### src/rtl/clkdiv_pkg.sv
package clkdiv_pkg;
   localparam int RATIO_W = 5;
   typedef logic [RATIO_W-1:0] ratio_t;
   typedef enum logic [1:0] {BANK_A = 2'd0, BANK_B = 2'd1, BANK_C = 2'd2} bank_e;

   // Ratio in input-clock cycles; doubled when the prescaler is active.
   function automatic ratio_t div_ratio(bank_e bank, logic [1:0] code, logic pre_byp);
      ratio_t base;
      case (bank)
         BANK_A:  base = (code == 2'd3) ? ratio_t'(12) : ratio_t'(4 + 2 * code);
         BANK_B:  base = ratio_t'(4 + 2 * code);
         default: base = ratio_t'(2 + 2 * code);
      endcase
      return pre_byp ? base : ratio_t'(base << 1);
   endfunction
endpackage

### src/rtl/clkdiv_sync.sv
module clkdiv_sync #(
   parameter int W      = 1,
   parameter int STAGES = 2
) (
   input  logic         clk_i,
   input  logic         rst_n_i,
   input  logic [W-1:0] d_i,
   output logic [W-1:0] q_o
);
   if (STAGES < 2) begin : g_bad
      $error("clkdiv_sync: STAGES must be at least 2");
   end

   logic [W-1:0] pipe [STAGES];

   always_ff @(posedge clk_i or negedge rst_n_i) begin
      if (!rst_n_i) begin
         for (int s = 0; s < STAGES; s++) pipe[s] <= '0;
      end else begin
         pipe[0] <= d_i;
         for (int s = 1; s < STAGES; s++) pipe[s] <= pipe[s-1];
      end
   end

   assign q_o = pipe[STAGES-1];
endmodule

### src/rtl/clkdiv_counter.sv
module clkdiv_counter
   import clkdiv_pkg::*;
#(
   parameter bank_e BANK = BANK_A
) (
   input  logic       clk_i,
   input  logic       rst_n_i,
   input  logic [1:0] code_i,
   input  logic       pre_byp_i,
   output logic       phase_o
);
   ratio_t cur_q;
   ratio_t cnt_q;
   logic   last_c;

   assign last_c = (cnt_q == cur_q - ratio_t'(1));

   // A new ratio is taken only on the last cycle of a full period.
   always_ff @(posedge clk_i or negedge rst_n_i) begin
      if (!rst_n_i) begin
         cur_q <= div_ratio(BANK, 2'd0, 1'b0);
         cnt_q <= '0;
      end else if (last_c) begin
         cur_q <= div_ratio(BANK, code_i, pre_byp_i);
         cnt_q <= '0;
      end else begin
         cnt_q <= cnt_q + ratio_t'(1);
      end
   end

   assign phase_o = (cnt_q < (cur_q >> 1));
endmodule

### src/rtl/clkdiv_outstage.sv
module clkdiv_outstage #(
   parameter int           N        = 4,
   parameter logic [N-1:0] INV_MASK = '0
) (
   input  logic         clk_i,
   input  logic         rst_n_i,
   input  logic         phase_i,
   input  logic         inv_i,
   input  logic [N-1:0] en_i,
   output logic [N-1:0] q_o
);
   logic [N-1:0] d_c;

   if (INV_MASK == '0) begin : g_plain
      assign d_c = en_i & {N{phase_i}};
   end else begin : g_inv
      assign d_c = en_i & ({N{phase_i}} ^ ({N{inv_i}} & INV_MASK));
   end

   always_ff @(posedge clk_i or negedge rst_n_i) begin
      if (!rst_n_i) q_o <= '0;
      else          q_o <= d_c;
   end
endmodule

### src/rtl/clkdiv_banks.sv
module clkdiv_banks
   import clkdiv_pkg::*;
#(
   parameter int                   BANK_OUTS   = 4,
   parameter int                   SYNC_STAGES = 2,
   parameter logic [BANK_OUTS-1:0] INV_C_MASK  = 4'b1100,
   localparam int                  EN_W        = 3 * BANK_OUTS + 1
) (
   input  logic                 clk_i,
   input  logic                 rst_n_i,
   input  logic                 pre_byp_i,
   input  logic [1:0]           sel_a_i,
   input  logic [1:0]           sel_b_i,
   input  logic [1:0]           sel_c_i,
   input  logic [1:0]           sel_fb_i,
   input  logic                 inv_c_i,
   input  logic [EN_W-1:0]      out_en_i,
   output logic [BANK_OUTS-1:0] q_a_o,
   output logic [BANK_OUTS-1:0] q_b_o,
   output logic [BANK_OUTS-1:0] q_c_o,
   output logic                 fb_o
);
   localparam int NDIV   = 4;
   localparam int SYNC_W = 2 * NDIV + 2;

   if (BANK_OUTS < 1) begin : g_bad
      $error("clkdiv_banks: BANK_OUTS must be at least 1");
   end

   logic [SYNC_W-1:0] sync_s;
   logic [1:0]        code_s [NDIV];
   logic              byp_s;
   logic              inv_s;
   logic [NDIV-1:0]   phase;

   clkdiv_sync #(.W(SYNC_W), .STAGES(SYNC_STAGES)) sync_i (
      .clk_i   (clk_i),
      .rst_n_i (rst_n_i),
      .d_i     ({inv_c_i, pre_byp_i, sel_fb_i, sel_c_i, sel_b_i, sel_a_i}),
      .q_o     (sync_s)
   );

   assign inv_s = sync_s[SYNC_W-1];
   assign byp_s = sync_s[SYNC_W-2];

   for (genvar g = 0; g < NDIV; g++) begin : g_div
      localparam bank_e BK = (g == 1) ? BANK_B : (g == 2) ? BANK_C : BANK_A;
      assign code_s[g] = sync_s[2*g+1 : 2*g];
      clkdiv_counter #(.BANK(BK)) cnt_i (
         .clk_i     (clk_i),
         .rst_n_i   (rst_n_i),
         .code_i    (code_s[g]),
         .pre_byp_i (byp_s),
         .phase_o   (phase[g])
      );
   end

   clkdiv_outstage #(.N(BANK_OUTS), .INV_MASK('0)) out_a_i (
      .clk_i (clk_i), .rst_n_i (rst_n_i), .phase_i (phase[0]), .inv_i (inv_s),
      .en_i  (out_en_i[BANK_OUTS-1:0]), .q_o (q_a_o)
   );
   clkdiv_outstage #(.N(BANK_OUTS), .INV_MASK('0)) out_b_i (
      .clk_i (clk_i), .rst_n_i (rst_n_i), .phase_i (phase[1]), .inv_i (inv_s),
      .en_i  (out_en_i[2*BANK_OUTS-1:BANK_OUTS]), .q_o (q_b_o)
   );
   clkdiv_outstage #(.N(BANK_OUTS), .INV_MASK(INV_C_MASK)) out_c_i (
      .clk_i (clk_i), .rst_n_i (rst_n_i), .phase_i (phase[2]), .inv_i (inv_s),
      .en_i  (out_en_i[3*BANK_OUTS-1:2*BANK_OUTS]), .q_o (q_c_o)
   );
   clkdiv_outstage #(.N(1), .INV_MASK(1'b0)) out_fb_i (
      .clk_i (clk_i), .rst_n_i (rst_n_i), .phase_i (phase[3]), .inv_i (inv_s),
      .en_i  (out_en_i[EN_W-1]), .q_o (fb_o)
   );
endmodule

### config.mk
export PLATFORM = sky130hd
export DESIGN_NAME = clkdiv_banks
export DESIGN_NICKNAME = d
export VERILOG_FILES = /design/src/rtl/clkdiv_pkg.sv /design/src/rtl/clkdiv_sync.sv /design/src/rtl/clkdiv_counter.sv /design/src/rtl/clkdiv_outstage.sv /design/src/rtl/clkdiv_banks.sv
export SDC_FILE = /design/constraint.sdc
export NUM_CORES = 1
export LEC_CHECK = 0
export BUFFER_PORTS_ARGS = -buffer_cell sky130_fd_sc_hd__buf_2
export CORE_UTILIZATION = 55
export CTS_BUF_LIST = sky130_fd_sc_hd__clkbuf_16
export DETAILED_ROUTE_END_ITERATION = 10
export GPL_TIMING_DRIVEN = 0
export HOLD_SLACK_MARGIN = 0.03
export PLACE_DENSITY = 0.72
export SLEW_MARGIN = 10
export SYNTH_ARGS = -nofsm -noshare
export SYNTH_HDL_FRONTEND = slang
export SYNTH_HIERARCHICAL = 1
export SYNTH_SLANG_ARGS = --single-unit
export TNS_END_PERCENT = 5
### constraint.sdc
create_clock -name clk_i -period 2.2 [get_ports clk_i]
set_input_delay 0.22 -clock clk_i [delete_from_list [all_inputs] [get_ports clk_i]]
set_output_delay 0.22 -clock clk_i [all_outputs]
set_load 0.1 [all_outputs]
======== Yosys cells after proc, flatten, opt, wreduce, memory -nomap -nowiden ========
Cells that the tools add are included.
cells by class
  magnitude comparators ................... 4
  equality and inequality tests ........... 6
  mux-type cells .......................... 10
  bitwise gates (word level) .............. 5
  add/sub/neg operators ................... 12
operators with widths
  kind                                                                number
  5-bit two-way mux                                                   10
  5-bit by 1-bit adder with 5-bit output, second input constant       4
  5-bit == test                                                       4
  5-bit by 4-bit less-than comparator with 1-bit output               4
  5-bit by 1-bit subtractor with 5-bit output, second input constant  4
  3-bit by 3-bit adder with 4-bit output, first input constant        3
  4-bit AND                                                           3
  2-bit by 3-bit adder with 4-bit output, first input constant        1
  2-bit == test, second input constant                                2
  4-bit bitwise XOR                                                   1
  1-bit AND                                                           1
storage, ports and cells
  word-level logic and storage cells ...... 51
  register bits after elaboration ......... 73
  input port bits ......................... 25
  output and inout bits ................... 13

======== Longest topological paths before layout ========
  depth in word-level cells ............... 3
  depth in mapped cells ................... 7

======== Hierarchy ========
Netlist, hierarchy kept.
modules (own cells, without submodules)
  module                            cells an instance  times used  area an instance (sq um)  seq. area each (sq um)
  clkdiv_counter at g_div[3].cnt_i  50                 1           578.1                     226.5
  clkdiv_counter at g_div[0].cnt_i  50                 1           575.6                     226.5
  clkdiv_sync                       30                 1           575.6                     500.5
  clkdiv_counter at g_div[2].cnt_i  51                 1           558.0                     226.5
  clkdiv_counter at g_div[1].cnt_i  50                 1           556.8                     226.5
  clkdiv_outstage at out_a_i ...    8                  2           125.1                     100.1
  clkdiv_outstage at out_c_i        9                  1           136.4                     100.1
  clkdiv_outstage at out_fb_i       2                  1           31.3                      25.0

======== Worst setup path after synthesis ========
OpenSTA, ideal clock, no wires.
  path kind ............................... reg-to-reg
  from .................................... register g_div[3].cnt_i.cur_q[1]
  to ...................................... register g_div[3].cnt_i.cur_q[2]
  stages on the path, launching flop included .. 6
  arrival time ............................ 1.788 ns
  period minus slack after synthesis ...... 1.913 ns
  setup slack ............................. 0.287 ns
  path through ............................ dfrtp_1 > inv_1 > ha_1 > xnor2_1 > a2111oi_4 > mux2_4
on the way
  word-level cells in the longest chain between the ends .. 2
ends and longest elaborated chain
  what                                         RTL line              source
  start: declaration                           clkdiv_counter.sv:12  ratio_t cur_q;
  start signal: assignment                     clkdiv_counter.sv:21  cur_q <= div_ratio(BANK, 2'd0, 1'b0);
  start signal: assignment                     clkdiv_counter.sv:24  cur_q <= div_ratio(BANK, code_i, pre_byp_i);
  5-bit by 1-bit subtractor with 5-bit output  clkdiv_counter.sv:16  assign last_c = (cnt_q == cur_q - ratio_t'(1));
  5-bit == test                                clkdiv_counter.sv:16
No other way between the ends.
A chain may end at the register's enable or synchronous reset.

======== Final worst setup path ========
  from .................................... register g_div[0].cnt_i.cur_q[1]
  to ...................................... register g_div[0].cnt_i.cur_q[2]
on the way
  word-level cells in the longest chain between the ends .. 2
ends and longest elaborated chain
  what                                         RTL line
  start: declaration                           clkdiv_counter.sv:12
  start signal: assignment                     clkdiv_counter.sv:21
  start signal: assignment                     clkdiv_counter.sv:24
  5-bit by 1-bit subtractor with 5-bit output  clkdiv_counter.sv:16
  5-bit == test                                clkdiv_counter.sv:16
No other way between the ends.

==> results by group <==
Outcome
  – Outcome: finished clean

Logic synthesis
  – Net count after synthesis: 305
  – Main synth FF type: dfrtp_1
  – Yosys warning total: 6
  – Yosys reg bits: 69
  – Mapped Area: 3260 sq um
  – Mapped Cells: 258
  – Asr flop ratio synth: 100%
  – Most frequent cell after synthesis: dfrtp_1
  – Synth area leader: dfrtp_1
  – Top-area cell type share of the netlist area: 49.9%
  – Yosys cell types: 29
  – Top post-synthesis cells by area: dfrtp_1 (50%), ha_1 (8.4%), xnor2_1 (4.8%), xor2_1 (4.0%), mux2i_1 (3.4%)
  – Mapped Avg Cell Area: 12.6 sq um
  – Post-synth EDFFs: 0
  – Sequential element share of the synthesized area: 53.1%
  – Synth cell count leaders: dfrtp_1 (65), inv_1 (23), ha_1 (22), xnor2_1 (18), xor2_1 (15)

Die
  – IO Count: 38
  – Core area: 5610 sq um
  – Starting Density: 58.2%
  – Die Span X: 79.0 um
  – Die H: 79.0 um
  – Die area: 6240 sq um
  – Cell Rows: 27

Clock tree
  – CTS sink cnt: 69
  – Post-CTS setup repair buffer count: 0
  – Root buf cell: clkbuf_16
  – Clock Path Buffers: 2
  – CTS tree: built
  – Num CTS Buffers: 9
  – CTS HTree Levels: 3
  – Clock Pin Slew Worst Setup and Hold Paths: 0.05 ns
  – Worst-Skew Late Latency: 0.32 ns

Critical path
  – Critical path capture point type: flop
  – Slowest cell delay on critical path: 0.67 ns
  – Critical R2R Launch: g_div[0].cnt_i/cur_q[1]$_DFFE_PN0N_
  – Crit path DAT: 2.27 ns
  – Startpoint Class: flop
  – CP Cell Sequence: inv_1 -> ha_1 -> xnor2_1 -> a2111oi_4 -> mux2_4
  – Family with the most delay on the worst path: compound AO/OA/AOI/OAI gates
  – Crit-path max FO: 8
  – Reg2Reg Depth: 5
  – CP required: 2.40 ns
  – End of the worst register-to-register path: g_div[0].cnt_i/cur_q[2]$_DFFE_PN0N_
  – Slowest-stage cell, CP: a2111oi_4
  – Crit path buf inv count: 1
  – WS Path Type: reg2reg
  – Worst R2R Setup Slack: 0.13 ns

STA
  – Slew @ Worst Pin: 0.679 ns
  – Period Utilization, post-route: 94.1%
  – Final Hold Fails: 0
  – Final Setup Violations: 0
  – Final TNS setup: 0 ns
  – RSZ-0062 raised after global routing: no
  – Crit path time final: 2.07 ns
  – Pins over their slew limit: 0
  – Peak Freq: 483 MHz
  – Relative slew slack: 54.7%
  – Worst Skew: 0.00534 ns

Route
  – DRC viols: 0
  – Initial DRC Count: 60
  – Drt pass-1 iters: 4
  – Routed WL per cell: 12.3 um
  – Vias: 1929
  – Via-to-Cell Ratio: 4.88
  – Drt total wl: 4850 um
  – Antenna viol nets, final: 0

Cells and area
  – Layout area overhead: 20.4%
  – Final net count: 365
  – Cell area after layout: 3930 sq um
  – Diode count: 0
  – Share of cells above drive strength 1: 25.7%

Worst hold path
  – WHS Endpoint: out_a_i/q_o[0]$_DFF_PN0_
  – HP Class: in2reg
  – Worst hold start: out_en_i[0]
  – Hold path cells: 2

Global routing
  – Largest net degree at the start of global routing: 43
  – Vias in the first global route: 1995
  – Grt ovf: 0
  – Global-route wire length before repair: 8730 um
  – Total GRT Usage: 18.6%
  – Initial antenna violation count: 0

Power
  – Peak supply drop: 0.851 mV
  – P per Cell Area: 1570 nW/um^2
  – Leakage: 1.91 nW

Placement
  – Port Buffers: 37
  – Area post-placement: 3560 sq um
  – Post-DP HPWL: 3410 um
  – Placer Congestion: 0.725

Job
  – Max-cap viol count: 0
-- cell usage in the layout (no fill, tap or decap), types with 2 or more instances in the layout --
cell type,n
a2111oi_4,2
a211oi_1,3
a21o_1,8
a21oi_1,3
and2_1,11
and2_2,2
and2b_2,2
buf_2,36
buf_4,11
clkbuf_16,9
clkinv_1,5
dfrtp_1,65
dfstp_2,4
dlygate4sd3_1,11
ha_1,22
inv_1,25
maj3_1,2
mux2_4,6
mux2i_1,11
nand2_1,2
nand2b_1,5
nand3_1,12
nor2_1,13
nor2b_1,2
nor3_1,3
nor3_2,3
nor3_4,2
o211ai_2,2
or2b_1,3
xnor2_1,18
xnor2_2,2
xor2_1,15
-- stage by stage --
| stage | cells | hold WS, ns | total power [mW] | utilization (%) | worst slack [ns] |
|---|---|---|---|---|---|
| final | 395 | 0.108 | 6.16 | 70.0 | 0.130 |
| after detailed placement | 368 | 0.164 | 4.96 | 63.5 | 0.0964 |
| after CTS | 395 | 0.0971 | 6.22 | 69.9 | 0.0827 |
| after global placement | 367 | 0.327 | 4.88 | 63.1 | 0.101 |
| after global routing | 395 | 0.109 | 6.58 | 70.0 | 0.0189 |
| after floorplan | 258 | -0.0756 | 4.48 | - | 0.287 |
-- metal layers --
metal | GRT usage, % | routed length (um) | share of wire (%)
met1 | 23.9 | 2360 | 49
met2 | 29.6 | 2280 | 47
met3 | 3.79 | 148 | 3.1
met4 | 9.82 | 60 | 1.2
met5 | 0 | 0 | 0
-- worst max-delay path by stage --
stage	to	cells after the start	from
after floorplan	g_div[3].cnt_i/cur_q[2]$_DFFE_PN0N_	5	g_div[3].cnt_i/cur_q[1]$_DFFE_PN0N_
after global placement	g_div[3].cnt_i/cur_q[2]$_DFFE_PN0N_	5	g_div[3].cnt_i/cur_q[1]$_DFFE_PN0N_
after detailed placement	g_div[3].cnt_i/cur_q[2]$_DFFE_PN0N_	5	g_div[3].cnt_i/cur_q[1]$_DFFE_PN0N_
after CTS	g_div[0].cnt_i/cur_q[2]$_DFFE_PN0N_	5	g_div[0].cnt_i/cur_q[1]$_DFFE_PN0N_
after global routing	g_div[0].cnt_i/cur_q[2]$_DFFE_PN0N_	5	g_div[0].cnt_i/cur_q[1]$_DFFE_PN0N_
final	g_div[0].cnt_i/cur_q[2]$_DFFE_PN0N_	5	g_div[0].cnt_i/cur_q[1]$_DFFE_PN0N_
-- flip-flops by register name, summed over array words and instances, names as in the netlist --
name	count
out_c_i/q_o	4
sync_i/pipe	10
out_a_i/q_o	4
sync_i/q_o	10
g_div.cnt_i/cur_q	16
out_fb_i/q_o	1
out_b_i/q_o	4
g_div.cnt_i/cnt_q	20
-- report_power, final --
group | total [mW] | switching (mW) | leakage (nW) | internal (mW)
logic | 2.91 | 1.83 | 0.939 | 1.08
clock network | 1.20 | 0.472 | 0.129 | 0.733
registers | 2.04 | 0.351 | 0.838 | 1.69
total | 6.16 | 2.65 | 1.91 | 3.51
-- worst register-to-register path, stage by stage, from the launching register on --
cell	delay (ns)
dfrtp_1	0.40
inv_1	0.08
ha_1	0.30
xnor2_1	0.16
a2111oi_4	0.67
mux2_4	0.35
-- cells by family (layout without fill, tap and decap cells) --
group,after synthesis,after routing,share of synthesized area (%)
muxes,17,17,6.14
DFF,69,69,53.1
AOI/OAI and AO/OA,20,20,5.83
xor gates and xnor gates,35,35,9.86
and+or+nand+nor,60,60,11.1
adders and majority gates,24,24,9.05
buffers and inverters,33,98,4.95
-- final cells by class --
class | instances | area [sq um]
plain buffers | 10 | 75.1
clock buffers | 9 | 225
clock inverters | 7 | 26.3
fillers | 442 | 1680
inverters | 23 | 86.3
multi-input cells | 156 | 1370
flip-flops and latches | 69 | 1730
well taps | 72 | 90.1
repair buffers | 49 | 318
-- what timing repair did --
item,4_1_cts,5_1_grt
endpoints found under the hold margin,36,0
resized for setup,0,1
hold buffers,11,0
endpoints found under the setup margin,0,2
Power figures use the tool's default switching activity.
